[src/rtl/trainer_bus_pkg.sv]
package trainer_bus_pkg;

   // Region of the 4 KB page, taken from address bits 11:10.
   typedef enum logic [1:0] {
      REG_ROM0   = 2'b00,
      REG_ROM1   = 2'b01,
      REG_SWITCH = 2'b10,
      REG_RAM    = 2'b11
   } region_e;

   // Kind of bus cycle, derived from the two strobe levels.
   typedef enum logic [1:0] {
      CYC_IDLE  = 2'b00,
      CYC_READ  = 2'b01,
      CYC_WRITE = 2'b10,
      CYC_CLASH = 2'b11
   } cycle_e;

   function automatic cycle_e cycle_of(input logic rd_n, input logic wr_n);
      cycle_e c;
      c = cycle_e'({~wr_n, ~rd_n});
      return c;
   endfunction

   function automatic logic is_rom_window(input region_e r);
      return (r == REG_ROM0) || (r == REG_ROM1);
   endfunction

endpackage

[src/rtl/trainer_hi_latch.sv]
module trainer_hi_latch #(
   parameter int HI_W = 4
) (
   input  logic            clk,
   input  logic            rst_n,
   input  logic            adr_strobe_n,
   input  logic [HI_W-1:0] db_hi,
   output logic [HI_W-1:0] addr_hi
);

   always_ff @(posedge clk or negedge rst_n) begin
      if (!rst_n)
         addr_hi <= '0;
      else if (!adr_strobe_n)
         addr_hi <= db_hi;
   end

   // the strobe edge captures the upper data bits
   a_r1_capture: assert property (@(posedge clk) disable iff (!rst_n)
      !adr_strobe_n |=> addr_hi == $past(db_hi));

   // without the strobe the nibble is held
   a_r1_hold: assert property (@(posedge clk) disable iff (!rst_n)
      adr_strobe_n |=> $stable(addr_hi));

endmodule

[src/rtl/trainer_addr_decode.sv]
module trainer_addr_decode
   import trainer_bus_pkg::*;
#(
   parameter int RAM_BANKS    = 8,
   parameter int HI_W         = 4,
   parameter bit ZERO_PAGE_EN = 1'b1,
   localparam int BANK_W      = $clog2(RAM_BANKS),
   localparam int TOP_W       = 2 + BANK_W
) (
   input  logic                 clk,
   input  logic                 rst_n,
   input  logic [TOP_W-1:0]     addr_top,
   input  logic [HI_W-1:0]      addr_hi,
   input  logic                 rd_n,
   input  logic                 wr_n,
   output logic [1:0]           rom_sel_n,
   output logic [RAM_BANKS-1:0] ram_sel_n,
   output logic                 ram_rd,
   output logic                 sw_rd,
   output logic                 led_wr
);

   region_e            region;
   cycle_e             cyc;
   logic [BANK_W-1:0]  bank;
   logic               zp_ok;
   logic               rd_ok;
   logic               wr_ok;
   logic               ram_hit;

   assign region = region_e'(addr_top[TOP_W-1 -: 2]);
   assign bank   = addr_top[BANK_W-1:0];
   assign cyc    = cycle_of(rd_n, wr_n);

   // Zero-page qualification or full mirroring, chosen at elaboration.
   generate
      if (ZERO_PAGE_EN) begin : g_zero_page
         assign zp_ok = (addr_hi == '0);
      end else begin : g_mirror
         logic hi_unused;
         assign hi_unused = ^addr_hi;
         assign zp_ok     = 1'b1;
      end
   endgenerate

   assign rd_ok = (cyc == CYC_READ)  && zp_ok;
   assign wr_ok = (cyc == CYC_WRITE) && zp_ok;

   generate
      for (genvar gi = 0; gi < 2; gi++) begin : g_rom
         assign rom_sel_n[gi] = ~(rd_ok && (region == region_e'(2'(gi))));
      end
   endgenerate

   assign ram_hit = (rd_ok || wr_ok) && (region == REG_RAM);
   assign ram_rd  = rd_ok && (region == REG_RAM);

   generate
      for (genvar gb = 0; gb < RAM_BANKS; gb++) begin : g_bank
         assign ram_sel_n[gb] = ~(ram_hit && (bank == BANK_W'(gb)));
      end
   endgenerate

   assign sw_rd  = rd_ok && (region == REG_SWITCH);
   assign led_wr = wr_ok && is_rom_window(region);

   // never two selects at once
   a_r8_onehot: assert property (@(posedge clk) disable iff (!rst_n)
      $onehot0({~rom_sel_n, ~ram_sel_n, sw_rd, led_wr}));

   // both strobes idle means nothing selected
   a_r8_idle: assert property (@(posedge clk) disable iff (!rst_n)
      (rd_n && wr_n) |-> (&rom_sel_n && &ram_sel_n && !sw_rd && !led_wr));

   // both strobes low is not an access
   a_r8_clash: assert property (@(posedge clk) disable iff (!rst_n)
      (!rd_n && !wr_n) |-> (&rom_sel_n && &ram_sel_n && !sw_rd && !led_wr));

   // a ROM select needs a pure read
   a_r2_rom_read: assert property (@(posedge clk) disable iff (!rst_n)
      !(&rom_sel_n) |-> (!rd_n && wr_n));

   // outside page zero nothing decodes when qualification is on
   a_r7_zero_page: assert property (@(posedge clk) disable iff (!rst_n)
      (ZERO_PAGE_EN && addr_hi != '0) |->
         (&rom_sel_n && &ram_sel_n && !sw_rd && !led_wr));

endmodule

[src/rtl/trainer_out_latch.sv]
module trainer_out_latch #(
   parameter int DATA_W = 8
) (
   input  logic              clk,
   input  logic              rst_n,
   input  logic              led_wr,
   input  logic [DATA_W-1:0] din,
   output logic [DATA_W-1:0] led
);

   always_ff @(posedge clk or negedge rst_n) begin
      if (!rst_n)
         led <= '0;
      else if (led_wr)
         led <= din;
   end

   // a decoded write lands on the next edge
   a_r5_load: assert property (@(posedge clk) disable iff (!rst_n)
      led_wr |=> led == $past(din));

   // nothing else disturbs the register
   a_r6_hold: assert property (@(posedge clk) disable iff (!rst_n)
      !led_wr |=> $stable(led));

endmodule

[src/rtl/trainer_rdata_mux.sv]
module trainer_rdata_mux #(
   parameter int DATA_W = 8
) (
   input  logic              clk,
   input  logic              rst_n,
   input  logic              rd_n,
   input  logic              rom_rd,
   input  logic              ram_rd,
   input  logic              sw_rd,
   input  logic [DATA_W-1:0] rom_data,
   input  logic [DATA_W-1:0] ram_data,
   input  logic [DATA_W-1:0] sw_in,
   output logic [DATA_W-1:0] db_out,
   output logic              db_oe
);

   always_comb begin
      db_out = '0;
      if (rom_rd)
         db_out = rom_data;
      else if (ram_rd)
         db_out = ram_data;
      else if (sw_rd)
         db_out = sw_in;
   end

   assign db_oe = rom_rd | ram_rd | sw_rd;

   // the bus is driven only during a read
   a_r9_oe_read: assert property (@(posedge clk) disable iff (!rst_n)
      db_oe |-> !rd_n);

   // undriven bus reads as zero
   a_r9_zero: assert property (@(posedge clk) disable iff (!rst_n)
      !db_oe |-> db_out == '0);

   // a single read source at a time
   a_r8_one_source: assert property (@(posedge clk) disable iff (!rst_n)
      $onehot0({rom_rd, ram_rd, sw_rd}));

endmodule

[src/rtl/trainer_bus_decoder.sv]
module trainer_bus_decoder
   import trainer_bus_pkg::*;
#(
   parameter int DATA_W       = 8,
   parameter int ADDR_LO_W    = 12,
   parameter int HI_W         = 4,
   parameter int RAM_BANKS    = 8,
   parameter bit ZERO_PAGE_EN = 1'b1,
   localparam int BANK_W      = $clog2(RAM_BANKS),
   localparam int TOP_W       = 2 + BANK_W,
   localparam int LOW_W       = ADDR_LO_W - TOP_W
) (
   input  logic                 clk,
   input  logic                 rst_n,
   input  logic [ADDR_LO_W-1:0] addr_lo,
   input  logic                 adr_strobe_n,
   input  logic                 rd_n,
   input  logic                 wr_n,
   input  logic [DATA_W-1:0]    db_in,
   input  logic [DATA_W-1:0]    sw_in,
   input  logic [DATA_W-1:0]    rom_data,
   input  logic [DATA_W-1:0]    ram_data,
   output logic [1:0]           rom_sel_n,
   output logic [RAM_BANKS-1:0] ram_sel_n,
   output logic [HI_W-1:0]      addr_hi,
   output logic [DATA_W-1:0]    led_out,
   output logic [DATA_W-1:0]    db_out,
   output logic                 db_oe
);

   // Elaboration-time parameter checks.
   generate
      if (ADDR_LO_W != 12) begin : g_bad_addr
         $error("trainer_bus_decoder: ADDR_LO_W must be 12");
      end
      if (HI_W < 1 || HI_W > DATA_W) begin : g_bad_hi
         $error("trainer_bus_decoder: HI_W must fit in the data bus");
      end
      if (RAM_BANKS < 2 || RAM_BANKS > 8 || (RAM_BANKS & (RAM_BANKS - 1)) != 0) begin : g_bad_banks
         $error("trainer_bus_decoder: RAM_BANKS must be 2, 4 or 8");
      end
   endgenerate

   logic              ram_rd;
   logic              sw_rd;
   logic              led_wr;
   logic              rom_rd;
   logic              addr_unused;

   // Offset bits inside a RAM bank or ROM are used by the arrays only.
   assign addr_unused = ^addr_lo[LOW_W-1:0];

   trainer_hi_latch #(
      .HI_W (HI_W)
   ) u_hi (
      .clk          (clk),
      .rst_n        (rst_n),
      .adr_strobe_n (adr_strobe_n),
      .db_hi        (db_in[DATA_W-1 -: HI_W]),
      .addr_hi      (addr_hi)
   );

   trainer_addr_decode #(
      .RAM_BANKS    (RAM_BANKS),
      .HI_W         (HI_W),
      .ZERO_PAGE_EN (ZERO_PAGE_EN)
   ) u_dec (
      .clk       (clk),
      .rst_n     (rst_n),
      .addr_top  (addr_lo[ADDR_LO_W-1 -: TOP_W]),
      .addr_hi   (addr_hi),
      .rd_n      (rd_n),
      .wr_n      (wr_n),
      .rom_sel_n (rom_sel_n),
      .ram_sel_n (ram_sel_n),
      .ram_rd    (ram_rd),
      .sw_rd     (sw_rd),
      .led_wr    (led_wr)
   );

   assign rom_rd = ~&rom_sel_n;

   trainer_out_latch #(
      .DATA_W (DATA_W)
   ) u_led (
      .clk    (clk),
      .rst_n  (rst_n),
      .led_wr (led_wr),
      .din    (db_in),
      .led    (led_out)
   );

   trainer_rdata_mux #(
      .DATA_W (DATA_W)
   ) u_mux (
      .clk      (clk),
      .rst_n    (rst_n),
      .rd_n     (rd_n),
      .rom_rd   (rom_rd),
      .ram_rd   (ram_rd),
      .sw_rd    (sw_rd),
      .rom_data (rom_data),
      .ram_data (ram_data),
      .sw_in    (sw_in),
      .db_out   (db_out),
      .db_oe    (db_oe)
   );

endmodule

[config.mk]
export PLATFORM = sky130hd
export DESIGN_NAME = trainer_bus_decoder
export DESIGN_NICKNAME = d
export VERILOG_FILES = /design/src/rtl/trainer_bus_pkg.sv /design/src/rtl/trainer_hi_latch.sv /design/src/rtl/trainer_addr_decode.sv /design/src/rtl/trainer_out_latch.sv /design/src/rtl/trainer_rdata_mux.sv /design/src/rtl/trainer_bus_decoder.sv
export SDC_FILE = /design/constraint.sdc
export NUM_CORES = 1
export LEC_CHECK = 0
export BUFFER_PORTS_ARGS = -buffer_cell sky130_fd_sc_hd__buf_2
export CAP_MARGIN = 20
export CORE_MARGIN = 2
export CORE_UTILIZATION = 35
export DETAILED_ROUTE_END_ITERATION = 16
export PLACE_DENSITY = 0.79
export SLEW_MARGIN = 15
export SYNTH_ARGS = -nofsm -noshare
export SYNTH_HDL_FRONTEND = slang
export SYNTH_SLANG_ARGS = --single-unit
[constraint.sdc]
create_clock -name clk -period 2 [get_ports clk]
set_input_delay 0.4 -clock clk [delete_from_list [all_inputs] [get_ports clk]]
set_output_delay 0.4 -clock clk [all_outputs]
set_load 0.05 [all_outputs]
==> results.yml, run 1 <==
run_status:
  status: "finished, violations left"
  violations: "setup timing"
worst_setup_path:
  cp.required_ns: 1.60
  critPathMostFrequentCell: "buf_6"
  cp_slowest_cell: "or4_4"
  cp_num_buf_inv: 2
  critPathTopFamily: "simple AND/OR/NAND/NOR gates"
  worstPathMaxFanout: 4
  crit_chain: "or4_4 -> nor4b_4 -> buf_6 -> nand3_4 -> buf_6"
  startpoint_type: "flop"
  path_class: "flop to output pin"
  critPathMaxStageDelay_ns: 0.58
  critPathCaptureType: "output pin"
  crit_arrival_ns: 1.91
sta:
  setup_viol: 18
  tns_ns: -3.42
  fin_skew_ns: 0.00607
  fin_crit_sh_pct: 115
  rsz0062_at_grt: "yes"
  min_period_ns: 2.31
  maxSlewViolCount: 0
  relSlewSlack_pct: 78.2
  finalHoldViolCount: 0
  whs_ns: 0.341
  fmax_ghz: 0.434
  setup_slack_ns: -0.306
  tightest_slew_ns: 0.325
routing:
  ant_nets: 0
  routed_wl_mm: 2.48
  vias: 908
  drtIter0Drc: 4
  avgViaCountPerCell: 4.78
  routedWlPerCell_um: 13.1
  drt_pass1_iterations: 4
  drc_errors: 0
power:
  p_per_area_nw_per_um2: 553
  irDropWorstVdd_v: 0.000623
  leakage_nw: 0.781
cells_and_area:
  fill_cells: 156
  fin_cells: 190
  areaGrowthSynthToFinish_pct: 106
  final_common_cell: "buf_2"
  antenna_cells: 0
  final_cell_mix: "buf_2, buf_6, nor2_1"
  seq_area_um2: 304
  multi_input_area_um2: 616
  drive_above_1_share_pct: 74.1
  fin_nets: 212
synth:
  yosysTopAreaCell: "dfrtp_1"
  ys_top_cells_by_area: "dfrtp_1, mux2i_1, mux2_2"
  yosys.area.top_type_share_pct: 38.0
  ys_seq_area_share_pct: 38.0
  synth_compound_area_share_pct: 7.59
  synthXorXnorAreaFrac_pct: 1.11
  synth-seq-cells: 12
  netlist_area_um2: 791
  synth.distinct_cells: 20
  async_reset_ff_share_pct: 100
  synth_top_family_by_area: "multiplexers"
  yosys_most_used_dff: "dfrtp_1"
  synthSimpleGateAreaFrac_pct: 23.7
  syn_nets: 124
  synth_edf_count: 0
  netlist_instances: 75
  synth-warning-count: 0
  synthAdderAreaFrac_pct: 0
  avgSynthCellArea_um2: 10.5
  synth_mux_area_share_pct: 27.2
hold_path:
  hp-class: "input pin to flop"
placement:
  preCtsSetupSlack_ns: -0.0684
  placed_cells: 183
  dp_hpwl_mm: 1.84
  portBuffers: 72
  gp_congestion: 0.688
floorplanning:
  io_pins: 80
  die_area_um2: 2660
  die_y_um: 51.5
  coreArea_um2: 2170
  chipWidth_um: 51.5
  start_util_pct: 36.4
  std_cell_rows: 17
clock_tree:
  cts_buffers: 3
  insertion_delay_ns: 0.27
  htreeDepth: 1
  clock_path_buffers: 2
  clock_sinks: 12
  path_clk_slew_ns: 0.07
  cts_root_buf: "clkbuf_4"
  cts_tree: "done"
global_routing:
  grt_pass1_vias: 867
  grt_pass1_wl_mm: 3.70
  grt_max_degree: 20
  antenna_found_initial: 0
  grt_overflow_total: 0
  grt_usage_pct: 18.1
job:
  maxCapViolations: 0
[final timing paths]
| path | startpoint | endpoint | slack [ns] | cells after the start |
|---|---|---|---|---|
| max | u_hi.addr_hi[2]$_DFFE_PN0N_ | ram_sel_n[7] | -0.31 | 5 |
| min | db_in[1] | u_led.led[1]$_DFFE_PN0P_ | 0.34 | 2 |
| max reg2reg | u_hi.addr_hi[1]$_DFFE_PN0N_ | u_led.led[6]$_DFFE_PN0P_ | 0.44 | 4 |
| min reg2reg | u_led.led[0]$_DFFE_PN0P_ | u_led.led[0]$_DFFE_PN0P_ | 0.50 | 1 |
| max in group asynchronous | rst_n | u_hi.addr_hi[1]$_DFFE_PN0N_ | 1.21 | 2 |
| min in group asynchronous | rst_n | u_led.led[4]$_DFFE_PN0P_ | 0.56 | 2 |
[worst reg2reg max path: cells and delay by family, from the launching register on]
kind | cells | cell delay (ns)
buffers and inverters | 1 | 0.15
and+or+nand+nor | 2 | 0.49
muxes | 1 | 0.37
DFF | 1 | 0.44
[state kept, by name (all words and copies together), names as in the netlist]
register,count
u_led.led,8
u_hi.addr_hi,4
[cell type report]
type | count | area share, %
Inverter | 1 | 0.384
Sequential cell | 12 | 18.7
Tap cell | 28 | 2.15
Multi-Input combinational cell | 58 | 37.8
Clock buffer | 4 | 2.23
Timing Repair Buffer | 87 | 38.8
[through the flow]
| stage | util [%] | instance area, um2 | power [mW] |
|---|---|---|---|
| 2_1_floorplan | - | 935 | 0.571 |
| 3_3_place_gp | 65.7 | 1430 | 0.691 |
| 3_5_place_dp | 65.7 | 1430 | 0.702 |
| 4_1_cts | 71.3 | 1550 | 0.897 |
| 5_1_grt | 75.1 | 1630 | 0.939 |
| 6_report | 75.1 | 1630 | 0.900 |
[timing repair]
action	CTS	global route
hold endpoints to repair	7	0
pin swaps	5	5
endpoints found under the setup margin	19	19
hold buffers	1	0
gates resized for setup	26	19
buffers inserted	0	2
[metal layers]
metal	vias up	GRT usage (%)	routed length, um
li1	440	-	-
met4	0	3.07	12
met1	427	21.3	948
met3	2	4.02	137
met5	-	0	0
met2	39	33.8	1380
[logic make-up after synthesis]
| logic type | after synthesis |
|---|---|
| and+or+nand+nor | 29 |
| muxes | 20 |
| DFF | 12 |
| AOI/OAI and AO/OA | 8 |
| buffers and inverters | 5 |
| xor gates and xnor gates | 1 |
[power by group]
group	total, mW	internal, mW	switching [mW]
clock network	0.190	0.110	0.0791
registers	0.316	0.286	0.0298
logic	0.395	0.130	0.265
[synth_stat cells (all sizes together), types with 2 or more instances]
cell,count
dfrtp,12
mux2,12
nor2,10
a211oi,8
mux2i,8
nand2,7
clkbuf,4
nand3,3
nor2b,2
nor4,2
No activity file was read; power rests on OpenSTA's default activity.
==> run 2: changes to the inputs <==
--- a/config.mk
+++ b/config.mk
@@ -5,12 +5,13 @@
 export SDC_FILE = /design/constraint.sdc
 export NUM_CORES = 1
 export LEC_CHECK = 0
+export ABC_AREA = 1
 export BUFFER_PORTS_ARGS = -buffer_cell sky130_fd_sc_hd__buf_2
 export CAP_MARGIN = 20
 export CORE_MARGIN = 2
-export CORE_UTILIZATION = 35
+export CORE_UTILIZATION = 36
 export DETAILED_ROUTE_END_ITERATION = 16
-export PLACE_DENSITY = 0.79
+export PLACE_DENSITY = 0.8
 export SLEW_MARGIN = 15
 export SYNTH_ARGS = -nofsm -noshare
 export SYNTH_HDL_FRONTEND = slang
==> results.yml, run 2 <==
run_status:
  status: "completed"
cells_and_area:
  largest_reg_flops: 8
  fill_cells: 175
  largest_registers: "u_led.led (8), u_hi.addr_hi (4)"
  fin_nets: 235
  final_area_um2: 1400
  areaGrowthSynthToFinish_pct: 67.7
  seq_area_um2: 303
  final_cell_mix: "buf_2, nand3_1, nand2_1"
  fin_cells: 213
  final_common_cell: "buf_2"
  antenna_cells: 0
  multi_input_area_um2: 497
  regMostFlops: "u_led.led"
  drive_above_1_share_pct: 57.3
sta:
  min_period_ns: 1.96
  fmax_ghz: 0.509
  tightest_slew_ns: 0.504
  maxSlewViolCount: 0
  setup_slack_ns: 0.0363
  fin_skew_ns: 0.00203
  relSlewSlack_pct: 66.3
  setup_viol: 0
  finalHoldViolCount: 0
  fin_crit_sh_pct: 98.2
  rsz0062_at_grt: "yes"
placement:
  dp_hpwl_mm: 1.90
  portBuffers: 72
  placed_area_um2: 1270
  gp_congestion: 0.645
  placed_cells: 208
  preCtsSetupSlack_ns: 0.185
floorplanning:
  std_cell_rows: 17
  chipWidth_um: 52.1
  coreArea_um2: 2190
  io_pins: 80
  die_area_um2: 2720
  die_y_um: 52.1
  start_util_pct: 38.0
synth:
  avgSynthCellArea_um2: 7.58
  yosys_most_used_dff: "dfrtp_1"
  synth.most_common_cell: "nand3_1"
  netlist_instances: 110
  ys_top_cells_by_area: "dfrtp_1, nand3_1, o21ai_2"
  synth-warning-count: 0
  syn_nets: 159
  yosysTopAreaCell: "dfrtp_1"
  async_reset_ff_share_pct: 100
  ys_seq_area_share_pct: 36.0
  synthTopCellsByCount: "nand3_1, nand2_1, inv_1, dfrtp_1, nand4_1"
  synth-seq-cells: 12
  netlist_area_um2: 833
  synth_edf_count: 0
  yosys.area.top_type_share_pct: 36.0
  synth.distinct_cells: 16
power:
  irDropWorstVdd_v: 0.000605
  p_per_area_nw_per_um2: 673
  leakage_nw: 0.775
worst_setup_path:
  cp_num_buf_inv: 2
  critPathTopFamily: "simple AND/OR/NAND/NOR gates"
  worstPathMaxFanout: 27
  path_class: "flop to output pin"
  crit_chain: "nor2_4 -> nand2_2 -> nor2_4 -> buf_12 -> nand3_1 -> nand3_2 -> buf_6"
  critPathMaxStageDelay_ns: 0.43
  cp.required_ns: 1.60
  critPathMostFrequentCell: "nor2_4"
  critPathCaptureType: "output pin"
  startpoint_type: "flop"
  crit_arrival_ns: 1.56
  cp_slowest_cell: "dfrtp_2"
  r2r_setup_slack_ns: 0.57
routing:
  wl_met1_um: 910
  routed_wl_mm: 2.34
  avgViaCountPerCell: 4.92
  top_layer: "met4"
  drc_errors: 0
  vias: 1048
  drtIter0Drc: 16
  route.met3.wl_um: 262
  routed-wl-met2_mm: 1.14
  drt_pass1_iterations: 4
  ant_nets: 0
  routedWlPerCell_um: 11.0
global_routing:
  antenna_found_initial: 0
  grt_usage_pct: 16.6
  grt_overflow_total: 0
  grt_pass1_vias: 898
  grt_max_degree: 28
  grt_pass1_wl_mm: 3.44
clock_tree:
  cts_tree: "done"
  insertion_delay_ns: 0.27
  clock_path_buffers: 2
  cts_root_buf: "clkbuf_4"
  cts_buffers: 3
  path_clk_slew_ns: 0.07
  cts_setup_buffers: 0
  htreeDepth: 1
  clock_sinks: 12
hold_path:
  hp-class: "input pin to flop"
job:
  maxCapViolations: 0
[run 2: power breakdown]
part	internal, mW	total (mW)	switching (mW)
Combinational	0.119	0.427	0.309
Sequential	0.294	0.327	0.0327
Clock	0.111	0.187	0.0765
[run 2: area by class of cell]
| type | count | share of cell area [%] |
|---|---|---|
| well taps | 28 | 2.51 |
| clock buffers | 4 | 2.60 |
| inverters | 15 | 4.03 |
| flip-flops and latches | 12 | 21.7 |
| multi-input cells | 79 | 35.5 |
| repair buffers | 75 | 33.7 |
[run 2: what timing repair did]
item                                    4_1_cts  5_1_grt
hold buffers                                  1        0
gates resized for setup                      10       15
hold endpoints to repair                     12        0
endpoints found under the setup margin        8       15
[run 2: worst paths after layout]
check,from,endpoint,depth (start not counted)
setup reg to reg,u_hi.addr_hi[2]$_DFFE_PN0N_,u_led.led[1]$_DFFE_PN0P_,4
setup / recovery,u_hi.addr_hi[2]$_DFFE_PN0N_,db_out[5],7
hold / removal,db_in[2],u_led.led[2]$_DFFE_PN0P_,3
hold reg to reg,u_led.led[0]$_DFFE_PN0P_,u_led.led[0]$_DFFE_PN0P_,2
min in group asynchronous,rst_n,u_hi.addr_hi[1]$_DFFE_PN0N_,2
max in group asynchronous,rst_n,u_hi.addr_hi[3]$_DFFE_PN0N_,2
[run 2: logic make-up after synthesis]
| family | Yosys count | synth area share [%] |
|---|---|---|
| AO/OA/AOI/OAI | 12 | 10.8 |
| flip-flops | 12 | 36.0 |
| AND/OR/NAND/NOR | 67 | 41.9 |
| buffers and inverters | 19 | 11.3 |
[run 2: per-layer routing]
layer / global-route usage (%) / up-vias
li1: - / 529
met1: 18.3 / 455
met2: 30.0 / 60
met3: 3.16 / 4
met4: 8.33 / 0
met5: 0 / -
[run 2: through the flow]
stage                     TNS, ns  utilization (%)  hold WS [ns]  power (mW)
after floorplan                 0                -         0.104       0.622
after global placement          0             57.8         0.282       0.739
after detailed placement        0             57.8         0.291       0.750
after CTS                       0             61.3         0.362       0.947
after global routing       -0.239             63.8         0.355       0.995
final                           0             63.8         0.370       0.941
[run 2: worst min-delay path, cell delays in order]
cell and delay (ns):
buf_2 0.09, inv_1 0.05, o21ai_2 0.05
==> run 3: changes to the inputs <==
--- a/config.mk
+++ b/config.mk
@@ -8,10 +8,12 @@
 export ABC_AREA = 1
 export BUFFER_PORTS_ARGS = -buffer_cell sky130_fd_sc_hd__buf_2
 export CAP_MARGIN = 20
+export CELL_PAD_IN_SITES_DETAIL_PLACEMENT = 1
+export CELL_PAD_IN_SITES_GLOBAL_PLACEMENT = 2
 export CORE_MARGIN = 2
-export CORE_UTILIZATION = 36
+export CORE_UTILIZATION = 16
 export DETAILED_ROUTE_END_ITERATION = 16
-export PLACE_DENSITY = 0.8
+export PLACE_DENSITY_LB_ADDON = 0.1
 export SLEW_MARGIN = 15
 export SYNTH_ARGS = -nofsm -noshare
 export SYNTH_HDL_FRONTEND = slang
==> results.yml, run 3 (synthesized netlist as in run 2, its figures left out) <==
global_routing:
  grt_usage_pct: 10.4
  grt_pass1_vias: 1140
  grt_overflow_total: 0
  grt_pass1_wl_mm: 5.05
  grt_max_degree: 28
  antenna_found_initial: 0
clock_tree:
  clock_sinks: 12
  htreeDepth: 1
  cts_setup_buffers: 0
  cts_buffers: 3
  clock_path_buffers: 2
  path_clk_slew_ns: 0.05
  cts_tree: "done"
  insertion_delay_ns: 0.24
  cts_root_buf: "clkbuf_8"
  ctsHoldBuffers: 0
placement:
  placed_area_um2: 1330
  preCtsSetupSlack_ns: 0.141
  gp_congestion: 0.812
  dp_hpwl_mm: 2.46
  portBuffers: 72
sta:
  setup_slack_ns: 0.0607
  finalHoldViolCount: 0
  tightest_slew_ns: 0.278
  fmax_ghz: 0.516
  rsz0062_at_grt: "yes"
  min_period_ns: 1.94
  maxSlewViolCount: 0
  fin_crit_sh_pct: 97.0
  relSlewSlack_pct: 81.5
  fin_skew_ns: 0.00547
  setup_viol: 0
routing:
  vias: 1066
  drtIter0Drc: 32
  routed_wl_mm: 3.04
  drc_errors: 0
  routedWlPerCell_um: 11.9
  ant_nets: 0
  avgViaCountPerCell: 4.18
  drt_pass1_iterations: 2
floorplanning:
  io_pins: 80
  start_util_pct: 16.4
  std_cell_rows: 26
  die_y_um: 76.2
  die_area_um2: 5800
  chipWidth_um: 76.2
  coreArea_um2: 5070
power:
  p_comb_share_pct: 44.1
  switching_power_uw: 427
  intPower_uw: 553
  irDropWorstVdd_v: 0.000338
  p_per_area_nw_per_um2: 671
  p_total_uw: 980
  switching_share_pct: 43.6
  power.share.clock_pct: 22.7
  leakage_nw: 0.777
  seqPwrFrac_pct: 33.2
cells_and_area:
  largest_registers: "u_led.led (8), u_hi.addr_hi (4)"
  drive_above_1_share_pct: 57.8
  final_common_cell: "buf_2"
  areaGrowthSynthToFinish_pct: 75.4
  largest_reg_flops: 8
  antenna_cells: 0
  final_area_um2: 1460
  regMostFlops: "u_led.led"
  final_cell_mix: "buf_2, nand3_1, nand2_1"
  fill_cells: 649
  fin_nets: 235
worst_setup_path:
  startpoint_type: "flop"
  r2r_setup_slack_ns: 0.83
  cp.required_ns: 1.60
  crit_arrival_ns: 1.54
  path_class: "flop to output pin"
  worstPathMaxFanout: 27
  critPathCaptureType: "output pin"
job:
  maxCapViolations: 0
hold_path:
  hp-class: "input pin to asynchronous set/reset pin"
run_status:
  status: "completed"
==> run 3: power groups by stage <==
stage / combinational (mW) / clock, mW / sequential (mW)
after floorplan: 0.114 / 0 / 0.508
after global placement: 0.422 / 0 / 0.325
after detailed placement: 0.431 / 0 / 0.327
after CTS: 0.435 / 0.233 / 0.327
after global routing: 0.458 / 0.246 / 0.335
final: 0.432 / 0.223 / 0.325
==> run 3: metal layers <==
| layer | track usage (%) | share of wire [%] | vias to the layer above | wire [um] |
|---|---|---|---|---|
| met3 | 2.13 | 5.8 | 4 | 175 |
| met4 | 4.18 | 1.1 | 0 | 34 |
| li1 | - | - | 529 | - |
| met5 | 0 | 0 | - | 0 |
| met1 | 11.1 | 40 | 493 | 1210 |
| met2 | 20.0 | 53 | 40 | 1620 |
==> run 3: final timing paths <==
check,cells past startpoint,endpoint,from
worst max-delay path,7,db_out[6],u_hi.addr_hi[3]$_DFFE_PN0N_
worst min-delay path,1,u_led.led[4]$_DFFE_PN0P_,rst_n
worst max register to register,5,u_led.led[2]$_DFFE_PN0P_,u_hi.addr_hi[3]$_DFFE_PN0N_
max in group asynchronous,1,u_hi.addr_hi[2]$_DFFE_PN0N_,rst_n
min in group clk,3,u_led.led[3]$_DFFE_PN0P_,db_in[3]
worst min register to register,2,u_led.led[6]$_DFFE_PN0P_,u_led.led[6]$_DFFE_PN0P_
==> run 3: metrics by stage <==
stage          instances  setup TNS (ns)  util [%]  hold WS (ns)
6_report             255               0      28.8        0.0338
5_1_grt              255         -0.0924      28.8        0.0487
4_1_cts              255               0      27.7        0.0385
3_5_place_dp         251               0      26.1         0.297
3_3_place_gp         251               0      26.1         0.298
2_1_floorplan        110               0         -         0.104
==> run 3: layout make-up <==
type	instances	area (um2)	share of cell area, %
Inverter	15	56.3	3.85
Sequential cell	12	303	20.7
Multi-Input combinational cell	79	502	34.3
Tap cell	70	87.6	5.99
Clock buffer	4	45.0	3.08
Timing Repair Buffer	75	468	32.0
==> run 3: worst max-delay path, stage by stage (launching register included) <==
cell and delay [ns]:
dfrtp_2 0.42, nor2_4 0.16, nand2_2 0.08, nor2_4 0.10, buf_12 0.17, nand3_1 0.11, nand3_2 0.10, buf_8 0.14
==> run 3: timing repair <==
item                                    CTS  global route
cloned                                    0             0
pin swaps                                 0             0
resized for setup                        11            15
endpoints found under the setup margin    8            15
endpoints found under the hold margin     0             0
